==> src/rtl/gpio_pkg.sv <==
package gpio_pkg;
  localparam int DATA_W = 8;
  localparam int NIB_W  = 4;
  localparam int ADDR_W = 8;

  localparam logic [3:0] PG_DIR  = 4'h0;
  localparam logic [3:0] PG_DATA = 4'h1;
  localparam logic [3:0] PG_PULL = 4'h2;
  localparam logic [3:0] PG_CTRL = 4'h3;

  typedef struct packed {
    logic              wr;
    logic              rd;
    logic [3:0]        page;
    logic [3:0]        idx;
    logic [DATA_W-1:0] wdata;
  } bus_req_t;
endpackage

==> src/rtl/gpio_rst_sync.sv <==
module gpio_rst_sync (
  input  logic clk,
  input  logic rst_n,
  output logic rst_ni
);
  logic stage1_q, stage2_q;

  always_ff @(posedge clk or negedge rst_n) begin
    if (!rst_n) begin
      stage1_q <= 1'b0;
      stage2_q <= 1'b0;
    end else begin
      stage1_q <= 1'b1;
      stage2_q <= stage1_q;
    end
  end

  assign rst_ni = stage2_q;
endmodule

==> src/rtl/gpio_sync2.sv <==
module gpio_sync2 #(
  parameter int W = 8
) (
  input  logic         clk,
  input  logic         rst_ni,
  input  logic [W-1:0] d,
  output logic [W-1:0] q
);
  logic [W-1:0] meta_q, sync_q;

  always_ff @(posedge clk or negedge rst_ni) begin
    if (!rst_ni) begin
      meta_q <= '0;
      sync_q <= '0;
    end else begin
      meta_q <= d;
      sync_q <= meta_q;
    end
  end

  assign q = sync_q;
endmodule

==> src/rtl/gpio_port.sv <==
module gpio_port #(
  parameter int W        = 8,
  parameter bit HAS_HOLE = 1'b0,
  parameter int HOLE_BIT = 0,
  parameter bit LOCKABLE = 1'b0
) (
  input  logic         clk,
  input  logic         rst_ni,
  input  logic         dir_we,
  input  logic         lat_we,
  input  logic [W-1:0] wdata,
  input  logic         bus_mode,
  input  logic         force_latch,
  input  logic [W-1:0] pin_sync,
  output logic [W-1:0] dir_q,
  output logic [W-1:0] lat_q,
  output logic [W-1:0] rd_value
);
  localparam logic [W-1:0] ONE  = W'(1);
  localparam logic [W-1:0] IMPL = HAS_HOLE ? ~(ONE << HOLE_BIT) : {W{1'b1}};

  logic [W-1:0] dir_d, lat_d, latch_sel;
  logic         dir_lock;

  assign dir_lock = LOCKABLE && bus_mode;

  always_comb begin
    dir_d = dir_q;
    lat_d = lat_q;
    if (dir_we && !dir_lock) dir_d = wdata & IMPL;
    if (lat_we)              lat_d = wdata;
  end

  always_ff @(posedge clk or negedge rst_ni) begin
    if (!rst_ni) begin
      dir_q <= '0;
      lat_q <= '0;
    end else begin
      dir_q <= dir_d;
      lat_q <= lat_d;
    end
  end

  assign latch_sel = dir_q | {W{force_latch}};
  assign rd_value  = (lat_q & latch_sel) | (pin_sync & ~latch_sel);
endmodule

==> src/rtl/gpio_pullup.sv <==
module gpio_pullup
  import gpio_pkg::*;
#(
  parameter int                 NUM_PORTS  = 6,
  parameter int                 NPU        = 2,
  parameter int                 GATED_FROM = 5,
  parameter logic [NUM_PORTS-1:0] BUS_MASK = '0
) (
  input  logic                        clk,
  input  logic                        rst_ni,
  input  logic                        we,
  input  logic [3:0]                  idx,
  input  logic [DATA_W-1:0]           wdata,
  input  logic                        bus_mode,
  input  logic [NUM_PORTS*DATA_W-1:0] dir_all,
  output logic [DATA_W-1:0]           rd_value,
  output logic [NUM_PORTS*DATA_W-1:0] pin_pu
);
  localparam int NIB_PER_PORT = DATA_W / NIB_W;
  localparam int NNIB         = NUM_PORTS * NIB_PER_PORT;

  logic [NNIB-1:0] nib_q, nib_d, nib_act;
  logic            glob_q, glob_d;

  always_comb begin
    nib_d  = nib_q;
    glob_d = glob_q;
    if (we && (int'(idx) < NPU)) begin
      for (int j = 0; j < DATA_W; j++) begin
        if ((int'(idx) == NPU - 1) && (j == DATA_W - 1))
          glob_d = wdata[j];
        else if (int'(idx) * DATA_W + j < NNIB)
          nib_d[int'(idx) * DATA_W + j] = wdata[j];
      end
    end
  end

  always_ff @(posedge clk or negedge rst_ni) begin
    if (!rst_ni) begin
      nib_q  <= '0;
      glob_q <= 1'b0;
    end else begin
      nib_q  <= nib_d;
      glob_q <= glob_d;
    end
  end

  always_comb begin
    rd_value = '0;
    if (int'(idx) < NPU) begin
      for (int j = 0; j < DATA_W; j++) begin
        if ((int'(idx) == NPU - 1) && (j == DATA_W - 1))
          rd_value[j] = glob_q;
        else if (int'(idx) * DATA_W + j < NNIB)
          rd_value[j] = nib_q[int'(idx) * DATA_W + j];
      end
    end
  end

  for (genvar n = 0; n < NNIB; n++) begin : g_nib
    localparam int PORT = n / NIB_PER_PORT;
    localparam bit SHARED = BUS_MASK[PORT];
    localparam bit GATED  = (PORT >= GATED_FROM);
    logic bus_block, gate_ok;
    assign bus_block  = SHARED && bus_mode;
    assign gate_ok    = !GATED || glob_q;
    assign nib_act[n] = nib_q[n] && !bus_block && gate_ok;
    for (genvar b = 0; b < NIB_W; b++) begin : g_bit
      assign pin_pu[n*NIB_W + b] = nib_act[n] && !dir_all[n*NIB_W + b];
    end
  end
endmodule

==> src/rtl/gpio_bank.sv <==
module gpio_bank
  import gpio_pkg::*;
#(
  parameter int                   NUM_PORTS  = 6,
  parameter logic [NUM_PORTS-1:0] BUS_MASK   = 6'b000111,
  parameter int                   GATED_FROM = 5,
  parameter int                   NODIR_PORT = 4,
  parameter int                   NODIR_BIT  = 5,
  parameter int                   LATCH_PORT = 1
) (
  input  logic                        clk,
  input  logic                        rst_n,
  input  logic                        bus_sel,
  input  logic                        bus_wr,
  input  logic [ADDR_W-1:0]           bus_addr,
  input  logic [DATA_W-1:0]           bus_wdata,
  output logic [DATA_W-1:0]           bus_rdata,
  input  logic                        bus_ext_mode,
  input  logic [NUM_PORTS*DATA_W-1:0] pin_in,
  output logic [NUM_PORTS*DATA_W-1:0] pin_oe,
  output logic [NUM_PORTS*DATA_W-1:0] pin_out,
  output logic [NUM_PORTS*DATA_W-1:0] pin_pu
);
  localparam int NPU  = (NUM_PORTS * DATA_W / NIB_W) / DATA_W + 1;
  localparam int PW   = NUM_PORTS * DATA_W;

  logic     rst_ni;
  bus_req_t req;
  logic [PW-1:0]     pin_sync, dir_all, lat_all, rd_all;
  logic [DATA_W-1:0] pull_rd, sel_rd;
  logic              pcr_q, pcr_d, pcr_we, pull_we;

  gpio_rst_sync i_rst (.clk(clk), .rst_n(rst_n), .rst_ni(rst_ni));

  gpio_sync2 #(.W(PW)) i_sync (
    .clk(clk), .rst_ni(rst_ni), .d(pin_in), .q(pin_sync)
  );

  always_comb begin
    req.wr    = bus_sel && bus_wr;
    req.rd    = bus_sel && !bus_wr;
    req.page  = bus_addr[7:4];
    req.idx   = bus_addr[3:0];
    req.wdata = bus_wdata;
  end

  for (genvar p = 0; p < NUM_PORTS; p++) begin : g_port
    logic dir_we, lat_we;
    assign dir_we = req.wr && (req.page == PG_DIR)  && (req.idx == 4'(p));
    assign lat_we = req.wr && (req.page == PG_DATA) && (req.idx == 4'(p));
    gpio_port #(
      .W(DATA_W),
      .HAS_HOLE(p == NODIR_PORT),
      .HOLE_BIT(NODIR_BIT),
      .LOCKABLE(BUS_MASK[p])
    ) i_port (
      .clk(clk),
      .rst_ni(rst_ni),
      .dir_we(dir_we),
      .lat_we(lat_we),
      .wdata(req.wdata),
      .bus_mode(bus_ext_mode),
      .force_latch((p == LATCH_PORT) && pcr_q),
      .pin_sync(pin_sync[p*DATA_W +: DATA_W]),
      .dir_q(dir_all[p*DATA_W +: DATA_W]),
      .lat_q(lat_all[p*DATA_W +: DATA_W]),
      .rd_value(rd_all[p*DATA_W +: DATA_W])
    );
  end

  assign pull_we = req.wr && (req.page == PG_PULL);

  gpio_pullup #(
    .NUM_PORTS(NUM_PORTS),
    .NPU(NPU),
    .GATED_FROM(GATED_FROM),
    .BUS_MASK(BUS_MASK)
  ) i_pull (
    .clk(clk),
    .rst_ni(rst_ni),
    .we(pull_we),
    .idx(req.idx),
    .wdata(req.wdata),
    .bus_mode(bus_ext_mode),
    .dir_all(dir_all),
    .rd_value(pull_rd),
    .pin_pu(pin_pu)
  );

  assign pcr_we = req.wr && (req.page == PG_CTRL) && (req.idx == 4'd0);

  always_comb begin
    pcr_d = pcr_q;
    if (pcr_we) pcr_d = req.wdata[0];
  end

  always_ff @(posedge clk or negedge rst_ni) begin
    if (!rst_ni) pcr_q <= 1'b0;
    else         pcr_q <= pcr_d;
  end

  always_comb begin
    sel_rd = '0;
    unique case (req.page)
      PG_DIR: begin
        for (int p = 0; p < NUM_PORTS; p++)
          if (req.idx == 4'(p)) sel_rd = dir_all[p*DATA_W +: DATA_W];
      end
      PG_DATA: begin
        for (int p = 0; p < NUM_PORTS; p++)
          if (req.idx == 4'(p)) sel_rd = rd_all[p*DATA_W +: DATA_W];
      end
      PG_PULL: sel_rd = pull_rd;
      PG_CTRL: if (req.idx == 4'd0) sel_rd = {{(DATA_W-1){1'b0}}, pcr_q};
      default: sel_rd = '0;
    endcase
  end

  assign bus_rdata = req.rd ? sel_rd : '0;
  assign pin_oe    = dir_all;
  assign pin_out   = lat_all & dir_all;
endmodule

==> config.mk <==
export PLATFORM = sky130hd
export DESIGN_NAME = gpio_bank
export DESIGN_NICKNAME = d
export VERILOG_FILES = /design/src/rtl/gpio_pkg.sv /design/src/rtl/gpio_rst_sync.sv /design/src/rtl/gpio_sync2.sv /design/src/rtl/gpio_port.sv /design/src/rtl/gpio_pullup.sv /design/src/rtl/gpio_bank.sv
export SDC_FILE = /design/constraint.sdc
export NUM_CORES = 1
export LEC_CHECK = 0
export BUFFER_PORTS_ARGS = -buffer_cell sky130_fd_sc_hd__buf_4
export CORE_AREA = 2 2 189 191
export CTS_CLUSTER_DIAMETER = 50
export DETAILED_ROUTE_END_ITERATION = 6
export DIE_AREA = 0 0 191 193
export GPL_ROUTABILITY_DRIVEN = 0
export PLACE_DENSITY = 0.52
export SLEW_MARGIN = 20
export SYNTH_ARGS = -nofsm -noshare
export SYNTH_HDL_FRONTEND = slang
export SYNTH_SLANG_ARGS = --single-unit
==> constraint.sdc <==
create_clock -name clk -period 6.9 [get_ports clk]
set_input_delay 1.035 -clock clk [delete_from_list [all_inputs] [get_ports clk]]
set_output_delay 1.035 -clock clk [all_outputs]
set_load 0.1 [all_outputs]
* After elaboration in Yosys (flattened, before gate mapping)
Index checks and enable logic that the tools add are counted.
Operators by class: $add $sub $neg 7, multipliers 0, divide/modulo/power cells 0, $lt $le $gt $ge 25, equal/unequal tests 9, shift operators 0, multiplexer cells 88, bitwise operators 26, reductions and logical operators 138
Operators by type and width (number):
- $ge 32x1->1 const B | 6
- $lt 32x5->1 const B | 6
- $lt 32x6->1 const B | 6
- $mux 12 | 16
- $mux 8 | 14
- $and 8x8->8 | 12
- $bwmux 12 | 8
- $logic_and 1x1->1 | 86
- $or 8x8->8 | 7
- $logic_not 1->1 | 49
- $and 48x48->48 | 1
- $not 8->8 | 6
- $mux 1 | 34
- $add 7x3->8 const B | 4
- $pmux 8 s4 | 1
- $bmux 1 s4 | 7
- $demux 1 s4 | 7
- $eq 4x2->1 const B | 5
- $add 7x2->8 const B | 2
- $add 7x1->8 const B | 1
- $eq 4x1->1 const B | 2
- $eq 4x3->1 const B | 2
- $ge 8x1->1 const B | 1
- $logic_not 4->1 | 2
- other kinds (8) | 8
Storage, ports and cells: bits in registers 207, latch bits 0, bits in writable memories 0, memory bits (read-only) 0, output and inout port bits 152, word-level logic and storage cells 312, memories 0

* Longest topological paths before layout
Gate-level depths: netlist of the first run.
word-level depth 28, depth in mapped cells 7, mapped depth without buffers 5

* Hierarchy
From an unflattened synthesis of the first run, not the netlist that was laid out.
Second synthesis, totals: cells, all modules 732, area, all modules 9350.2 um2
Modules (own cells, without submodules):
- gpio_sync2 | instances 1, cells an instance 96, area an instance 2402.3 um2, seq. area each 2402.3 um2
- gpio_port (g_port[0].i_port ...) | instances 3, cells an instance 52, area an instance 768.2 um2, seq. area each 400.4 um2
- gpio_bank | instances 1, cells an instance 222, area an instance 1482.7 um2, seq. area each 25.0 um2
- gpio_port (g_port[3].i_port ...) | instances 2, cells an instance 51, area an instance 721.9 um2, seq. area each 400.4 um2
- gpio_pullup | instances 1, cells an instance 103, area an instance 925.9 um2, seq. area each 325.3 um2
- gpio_port (g_port[4].i_port) | instances 1, cells an instance 50, area an instance 737.0 um2, seq. area each 375.4 um2
- gpio_rst_sync | instances 1, cells an instance 3, area an instance 53.8 um2, seq. area each 50.0 um2

* Worst setup path before layout of the first run
Ideal clock, no wire load.
path type register to output, start reg g_port[0].i_port.dir_q[4], end out bus_rdata[4], arrival 3.715 ns, data required time 5.865 ns, slack 2.150 ns, stages on the path, launching flop included 6, buffers on the path 0, cell sequence dfrtp_1 and2_1 a21oi_1 o22ai_1 a311oi_1 o221ai_1
On the way: word-level cells in the longest chain between the ends 11, elaborated cells on any way between the ends 18, classes of those cells mux (14); bitwise (4)
RTL lines:
- start: declaration | line gpio_port.sv:15 | output logic [W-1:0] dir_q,
- start signal: assignment | line gpio_port.sv:39 | dir_q <= dir_d;
- $not 8->8 | line gpio_port.sv:45 | assign rd_value = (lat_q & latch_sel) | (pin_sync & ~latch_sel);
- $and 8x8->8 | line gpio_port.sv:45
- $or 8x8->8 | line gpio_port.sv:45
- $mux 8 (6 in series) | line gpio_bank.sv:111 | if (req.idx == 4'(p)) sel_rd = rd_all[p*DATA_W +: DATA_W];
- $pmux 8 s4 (*) | line gpio_bank.sv:104 | unique case (req.page)
- $mux 8 (*) | line gpio_bank.sv:119 | assign bus_rdata = req.rd ? sel_rd : '0;
- end: declaration | line gpio_bank.sv:17 | output logic [DATA_W-1:0] bus_rdata,
Every way passes the cells marked *; elsewhere a longest branch is shown, timed or not.

* Worst setup path in the final report of the first run
start in bus_addr[7], end out bus_rdata[0]
On the way: word-level cells in the longest chain between the ends 3, elaborated cells on any way between the ends 6, classes of those cells eq/ne (3); mux (2); reduce/logical (1)
RTL lines:
- start: declaration | line gpio_bank.sv:15 | input logic [ADDR_W-1:0] bus_addr,
- $eq 4x2->1, or another cell as far along | line gpio_bank.sv:104
- $pmux 8 s4 (*) | line gpio_bank.sv:104
- $mux 8 (*) | line gpio_bank.sv:119
Marked as above.

==> results of run 1 <==
cell families (layout without fill, tap and decap cells):
family / count (synthesis) / after routing / synth area share
compound gates: 84 / 84 / 0.0622
simple gates: 218 / 218 / 0.138
mux: 139 / 139 / 0.177
buf+inv: 53 / 293 / 0.0252
flops: 206 / 206 / 0.597
other cells: 2 / 3 / 0.000870
metal layers:
layer  share of wire  GRT usage
met1            0.46      0.217
met2            0.45      0.242
met3           0.069     0.0376
met4           0.020     0.0379
met5               0          0
layout by cell type, fill, tap and decap left out, types with 6 or more instances in the layout:
cell | synthesis | routed
a21oi_1 | 31 | 31
and2_1 | 48 | 48
buf_4 | 3 | 218
clkbuf_16 | 0 | 29
dfrtp_1 | 206 | 205
inv_1 | 24 | 24
mux2_2 | 110 | 110
mux2i_1 | 28 | 28
nand2_1 | 25 | 25
nand2b_1 | 10 | 10
nand3_1 | 9 | 9
nand4_1 | 6 | 6
nor2_1 | 57 | 57
nor2b_1 | 29 | 29
nor3_1 | 13 | 13
o21ai_0 | 12 | 12
o22ai_1 | 11 | 11
power by group through the flow:
| stage | clock (mW) | combinational (mW) | sequential (mW) |
|---|---|---|---|
| floorplan | 0 | 0.114 | 1.35 |
| global placement | 0 | 0.249 | 1.31 |
| detailed placement | 0 | 0.251 | 1.31 |
| CTS | 1.60 | 0.251 | 1.29 |
| global route | 1.66 | 0.264 | 1.29 |
| finish | 1.56 | 0.249 | 1.29 |
flip-flops by register name, summed over array words and instances, names as in the netlist:
register,flops
g_port.i_port.dir_q,47
g_port.i_port.lat_q,47
i_pull.g_nib.gate_ok,1
i_pull.nib_q,12
i_rst.rst_ni,1
i_rst.stage1_q,1
i_sync.meta_q,48
i_sync.q,48
pcr_q,1
final cells by class:
cell class	instances	area share
Multi-Input combinational cell	444	0.277
Tap cell	461	0.0490
Clock inverter	13	0.0184
Timing Repair Buffer	219	0.141
Inverter	24	0.00765
Clock buffer	37	0.0685
Sequential cell	206	0.438
through the flow:
| stage | hold slack [ns] | power, mW | utilization |
|---|---|---|---|
| finish | 0.283 | 3.09 | 0.337 |
| global route | 0.258 | 3.21 | 0.337 |
| CTS | 0.261 | 3.14 | 0.337 |
| detailed placement | 0.335 | 1.56 | 0.307 |
| global placement | 0.334 | 1.56 | 0.307 |
| floorplan | 0.331 | 1.46 | - |
critical path, stage by stage:
cell and delay [ns]:
buf_4 0.11, nor2_1 0.49, nand3b_1 0.28, nor2_1 0.69, o31ai_1 0.16, o211ai_1 0.38
buf_4 0.36
path summary, 6_finish.rpt:
kind	from	endpoint	slack, ns	depth (start not counted)
max in group asynchronous	i_rst.rst_ni$_DFF_PN0_	g_port[4].i_port.lat_q[0]$_DFFE_PN0P_	5.12	1
hold reg to reg	i_sync.meta_q[39]$_DFF_PN0_	i_sync.q[39]$_DFF_PN0_	0.34	0
min in group clk	i_sync.meta_q[39]$_DFF_PN0_	i_sync.q[39]$_DFF_PN0_	0.34	0
setup reg to reg	i_rst.rst_ni$_DFF_PN0_	g_port[4].i_port.lat_q[0]$_DFFE_PN0P_	5.12	1
hold / removal	rst_n	i_rst.rst_ni$_DFF_PN0_	0.28	1
setup / recovery	bus_addr[7]	bus_rdata[0]	2.34	7
==> results.toml, run 1 <==
[outcome]
status = "completed"

[clock_network]
cts_max_path_buffers = 3
cts_sinks = 206
clk_pin_slew_ns = 0.05
clock_latency_ns = 0.54
clock_tree.htree_level_count = 1
cts_root_buffer = "clkbuf_16"
numCtsBuffers = 28
cts_resized = 0
cts_tree = "yes"
postCtsHoldBufs = 0
cts_setup_buffers = 0

[drt]
drt_iter0_drc = 334
dr.pass1.iters = 5
vias = 6264
drt-total-wl_um = 29300
wire_per_inst_um = 20.8
via_per_inst = 4.46
drc_errors = 0
ant_nets = 0

[critical_path]
critical_path_class = "in -> out"
worstSetupStartpointType = "input port"
crit_path_end_kind = "output pin"
critPathMaxFanout = 11
required_ns = 5.86
cp.arrival_ns = 3.52

[global_route]
first_global_vias = 6243
grt_max_degree = 155
grt_util_all_layers = 0.155
antenna_found_initial = 0
overflow = 0
grt_pass1_wl_um = 42100

[finish]
area.growth.synth_to_final_pct = 36.3
multi_input_area_mm2 = 0.00327
drive_gt1_frac = 0.413
seqCellArea_mm2 = 0.00516
finalInstanceArea_mm2 = 0.0118
n_antenna_cell = 0
nFillCells = 3523
nets = 992
fin_cells = 1404

[timing]
setup_viol = 0
finalCritPeriodShare = 0.660
clock-skew-final_ns = 0.0167
min_period_ns = 4.56
fmax_mhz = 219
worst_slew_pin_slew_ns = 1.03
setup_tns_ns = 0
hold_viol = 0
finalMaxSlewViolations = 0
rsz0062_at_grt = "no"
relSlewSlack = 0.314
fin_ws_ns = 2.34

[power]
comb_power_share = 0.080
pwr_density_cell_mw_per_mm2 = 263
p_int_mw = 2.34
seq_power_share = 0.415
power_frac_clock = 0.504
ir_drop_mv = 0.222
sw_frac_of_total = 0.245
p_switching_mw = 0.758
p_leak_nw = 5.72

[logic_synthesis]
synth_commonest_cells = "206 x dfrtp_1, 110 x mux2_2, 57 x nor2_1"
synth-main-ff-cell = "dfrtp_1"
synthDistinctLibCells = 46
synth_edf_count = 0
synthCells = 702
yosys-top-cells-area = "dfrtp_1 60%, mux2_2 14%, and2_1 3.5%"
synth_most_common_cell = "dfrtp_1"
async_flop_share = 1.00
synth.top_cell.area_share = 0.597
ys_ff_latch = 206
synth_warnings = 0
syn_area_mm2 = 0.00863
synth_top_cell_by_area = "dfrtp_1"
yosysSeqAreaShare = 0.597
syn_avg_cell_area_um2 = 12.3

[run]
maxCapViolations = 0

[placement]
hpwl_um = 21500
dp.cells = 1354
io_buffers = 218
pre_cts_ws_ns = 2.36
placed_cell_area_mm2 = 0.0107

[floorplanning]
ios = 221
row_count = 69
die_h_um = 193
core_mm2 = 0.0350
die_area_mm2 = 0.0369
start_util = 0.247
die_x_um = 191

[worst_hold_path]
min_path_type = "in -> async"
Power figures use the tool's default switching activity.
==> inputs of run 2 (changes only) <==
--- a/config.mk
+++ b/config.mk
@@ -5,13 +5,14 @@
 export SDC_FILE = /design/constraint.sdc
 export NUM_CORES = 1
 export LEC_CHECK = 0
+export ABC_AREA = 1
 export BUFFER_PORTS_ARGS = -buffer_cell sky130_fd_sc_hd__buf_4
-export CORE_AREA = 2 2 189 191
+export CORE_AREA = 2 2 193 195
 export CTS_CLUSTER_DIAMETER = 50
 export DETAILED_ROUTE_END_ITERATION = 6
-export DIE_AREA = 0 0 191 193
+export DIE_AREA = 0 0 195 197
 export GPL_ROUTABILITY_DRIVEN = 0
-export PLACE_DENSITY = 0.52
+export PLACE_DENSITY = 0.51
 export SLEW_MARGIN = 20
 export SYNTH_ARGS = -nofsm -noshare
 export SYNTH_HDL_FRONTEND = slang
==> constraint.sdc (replaced) <==
create_clock -name clk -period 4.6 [get_ports clk]
set_input_delay 0.69 -clock clk [delete_from_list [all_inputs] [get_ports clk]]
set_output_delay 0.69 -clock clk [all_outputs]
set_load 0.1 [all_outputs]
==> run 2 against run 1 <==
Net effect:
- routed wire length increased by 11%
- clock power grew 39%
- hold slack worse by 0.034 ns
- sequential cell count is the same
- design area up 1.5%
- sequential power is 50% higher
- sequential share of layout area is 0.64 points lower
- core utilization decreased by 0.72 points
- synthesized area increased by 3.6%
- critical path depth increased by 2
- combinational power increased by 81%
- critical endpoint is now bus_rdata[1]
==> results.toml, run 2 <==
[worst_hold_path]
min_path_type = "in -> reg"
hold_path.startpoint = "pin_in[39]"
whs_path_depth = 1
min_to = "i_sync.meta_q[39]$_DFF_PN0_"

[placement]
io_buffers = 218
hpwl_um = 24900

[clock_network]
numCtsBuffers = 29
cts_root_buffer = "clkbuf_16"
postCtsHoldBufs = 1
clock_latency_ns = 0.54
cts_max_path_buffers = 3
cts_resized = 0
clk_pin_slew_ns = 0.06
cts_tree = "yes"
cts_sinks = 206
cts_setup_buffers = 0
clock_tree.htree_level_count = 1

[logic_synthesis]
syn_avg_cell_area_um2 = 8.59
synth_top_cell_by_area = "dfrtp_1"
yosysSeqAreaShare = 0.576
synth.top_cell.area_share = 0.576
yosys-top-cells-area = "dfrtp_1 58%, nand2_1 13%, inv_1 5.2%"
syn_area_mm2 = 0.00894
ys_ff_latch = 206
synth-main-ff-cell = "dfrtp_1"
synthDistinctLibCells = 32
synth_edf_count = 0
synth_most_common_cell = "nand2_1"
synthCells = 1041
synth_commonest_cells = "299 x nand2_1, 206 x dfrtp_1, 125 x inv_1"
async_flop_share = 1.00
synth_warnings = 0

[power]
pwr_density_cell_mw_per_mm2 = 382
power_frac_clock = 0.476
p_int_mw = 3.31
ir_drop_mv = 0.258
p_leak_nw = 6.41
p_switching_mw = 1.24
total_power_mw = 4.56
seq_power_share = 0.426
sw_frac_of_total = 0.273
comb_power_share = 0.099

[outcome]
status = "completed"

[critical_path]
reg2reg_slack_ns = 3.00
critical_path_class = "in -> out"
cp.arrival_ns = 3.11
r2r_cells = 1
critPathMaxFanout = 13
r2r_end = "i_sync.q[4]$_DFF_PN0_"
crit_path_end_kind = "output pin"
required_ns = 3.91
worstSetupStartpointType = "input port"
reg2reg_from = "i_rst.rst_ni$_DFF_PN0_"
cp-startpoint = "bus_addr[2]"

[timing]
finalMaxSlewViolations = 0
setup_viol = 0
min_period_ns = 3.80
rsz0062_at_grt = "no"
setup_tns_ns = 0
clock-skew-final_ns = 0.0144
hold_viol = 0
fmax_mhz = 263
relSlewSlack = 0.334
worst_slew_pin_slew_ns = 0.996
finalCritPeriodShare = 0.827

[finish]
final_cell_mix = "299 x nand2_1, 222 x buf_4, 205 x dfrtp_1, 125 x inv_1, 105 x nor2_1"
nets = 1331
final_common_cell = "nand2_1"
drive_gt1_frac = 0.244
area.growth.synth_to_final_pct = 33.6
n_antenna_cell = 0

[global_route]
antenna_found_initial = 0
overflow = 0
grt_util_all_layers = 0.169
first_global_vias = 7650
grt_pass1_wl_um = 48400
grt_max_degree = 56

[floorplanning]
die_h_um = 197
core_mm2 = 0.0363
ios = 221
row_count = 70
die_area_mm2 = 0.0384
die_x_um = 195
start_util = 0.247

[run]
maxCapViolations = 0

[drt]
drt_iter0_drc = 786
drt-total-wl_um = 32600
dr.pass1.iters = 6
ant_nets = 0
via_per_inst = 4.44
vias = 7768
wire_per_inst_um = 18.6
drc_errors = 0
-- run 2: cell type report --
type	count	area (um^2)
clock inverters	17	175
multi-input cells	665	3060
clock buffers	34	774
flip-flops and latches	206	5160
well taps	468	586
inverters	137	519
fillers	3841	24300
repair buffers	223	1680
-- run 2: cells by family after synthesis --
| family | share of synthesized area |
|---|---|
| buffers and inverters | 0.0823 |
| and+or+nand+nor | 0.233 |
| other | 0.000840 |
| AOI/OAI and AO/OA | 0.107 |
| DFF | 0.576 |
-- run 2: how the worst max path moves through the flow --
| stage | slack [ns] | cells after the start | endpoint |
|---|---|---|---|
| after floorplan | 0.36 | 8 | bus_rdata[2] |
| after global placement | 0.80 | 9 | bus_rdata[1] |
| after detailed placement | 0.77 | 9 | bus_rdata[1] |
| after CTS | 0.76 | 9 | bus_rdata[1] |
| after global routing | 0.57 | 9 | bus_rdata[1] |
| final | 0.80 | 9 | bus_rdata[1] |
-- run 2: per-layer routing --
metal | wire length (um) | up-vias | track usage
met5 | 0 | - | 0
met4 | 991 | 0 | 0.0520
met3 | 2060 | 59 | 0.0293
met2 | 15200 | 313 | 0.279
met1 | 14300 | 3704 | 0.227
li1 | - | 3692 | -
-- run 2: worst max-delay path, stage by stage --
cell and delay [ns]:
buf_4 0.12, nor2_1 0.75, nand2_1 0.32, nor2_1 0.30, nand2_1 0.10, o21ai_0 0.15, a21oi_1 0.06, a21oi_1 0.26
buf_4 0.35
-- run 2: power by group through the flow --
stage	clock (mW)	combinational, mW	sequential (mW)
finish	2.17	0.450	1.94
global route	2.29	0.482	1.95
CTS	2.22	0.454	1.94
detailed placement	0	0.452	1.97
global placement	0	0.451	1.97
floorplan	0	0.200	2.05
-- run 2: metrics by stage --
stage	hold WS (ns)	instance area, um^2	utilization	setup WS, ns	std cells
after floorplan	0.331	8950	-	0.363	1042
after global placement	0.334	11000	0.303	0.802	1698
after detailed placement	0.335	11000	0.303	0.774	1698
after CTS	0.223	11900	0.329	0.762	1750
after global routing	0.226	11900	0.329	0.568	1750
final	0.249	11900	0.329	0.796	1750
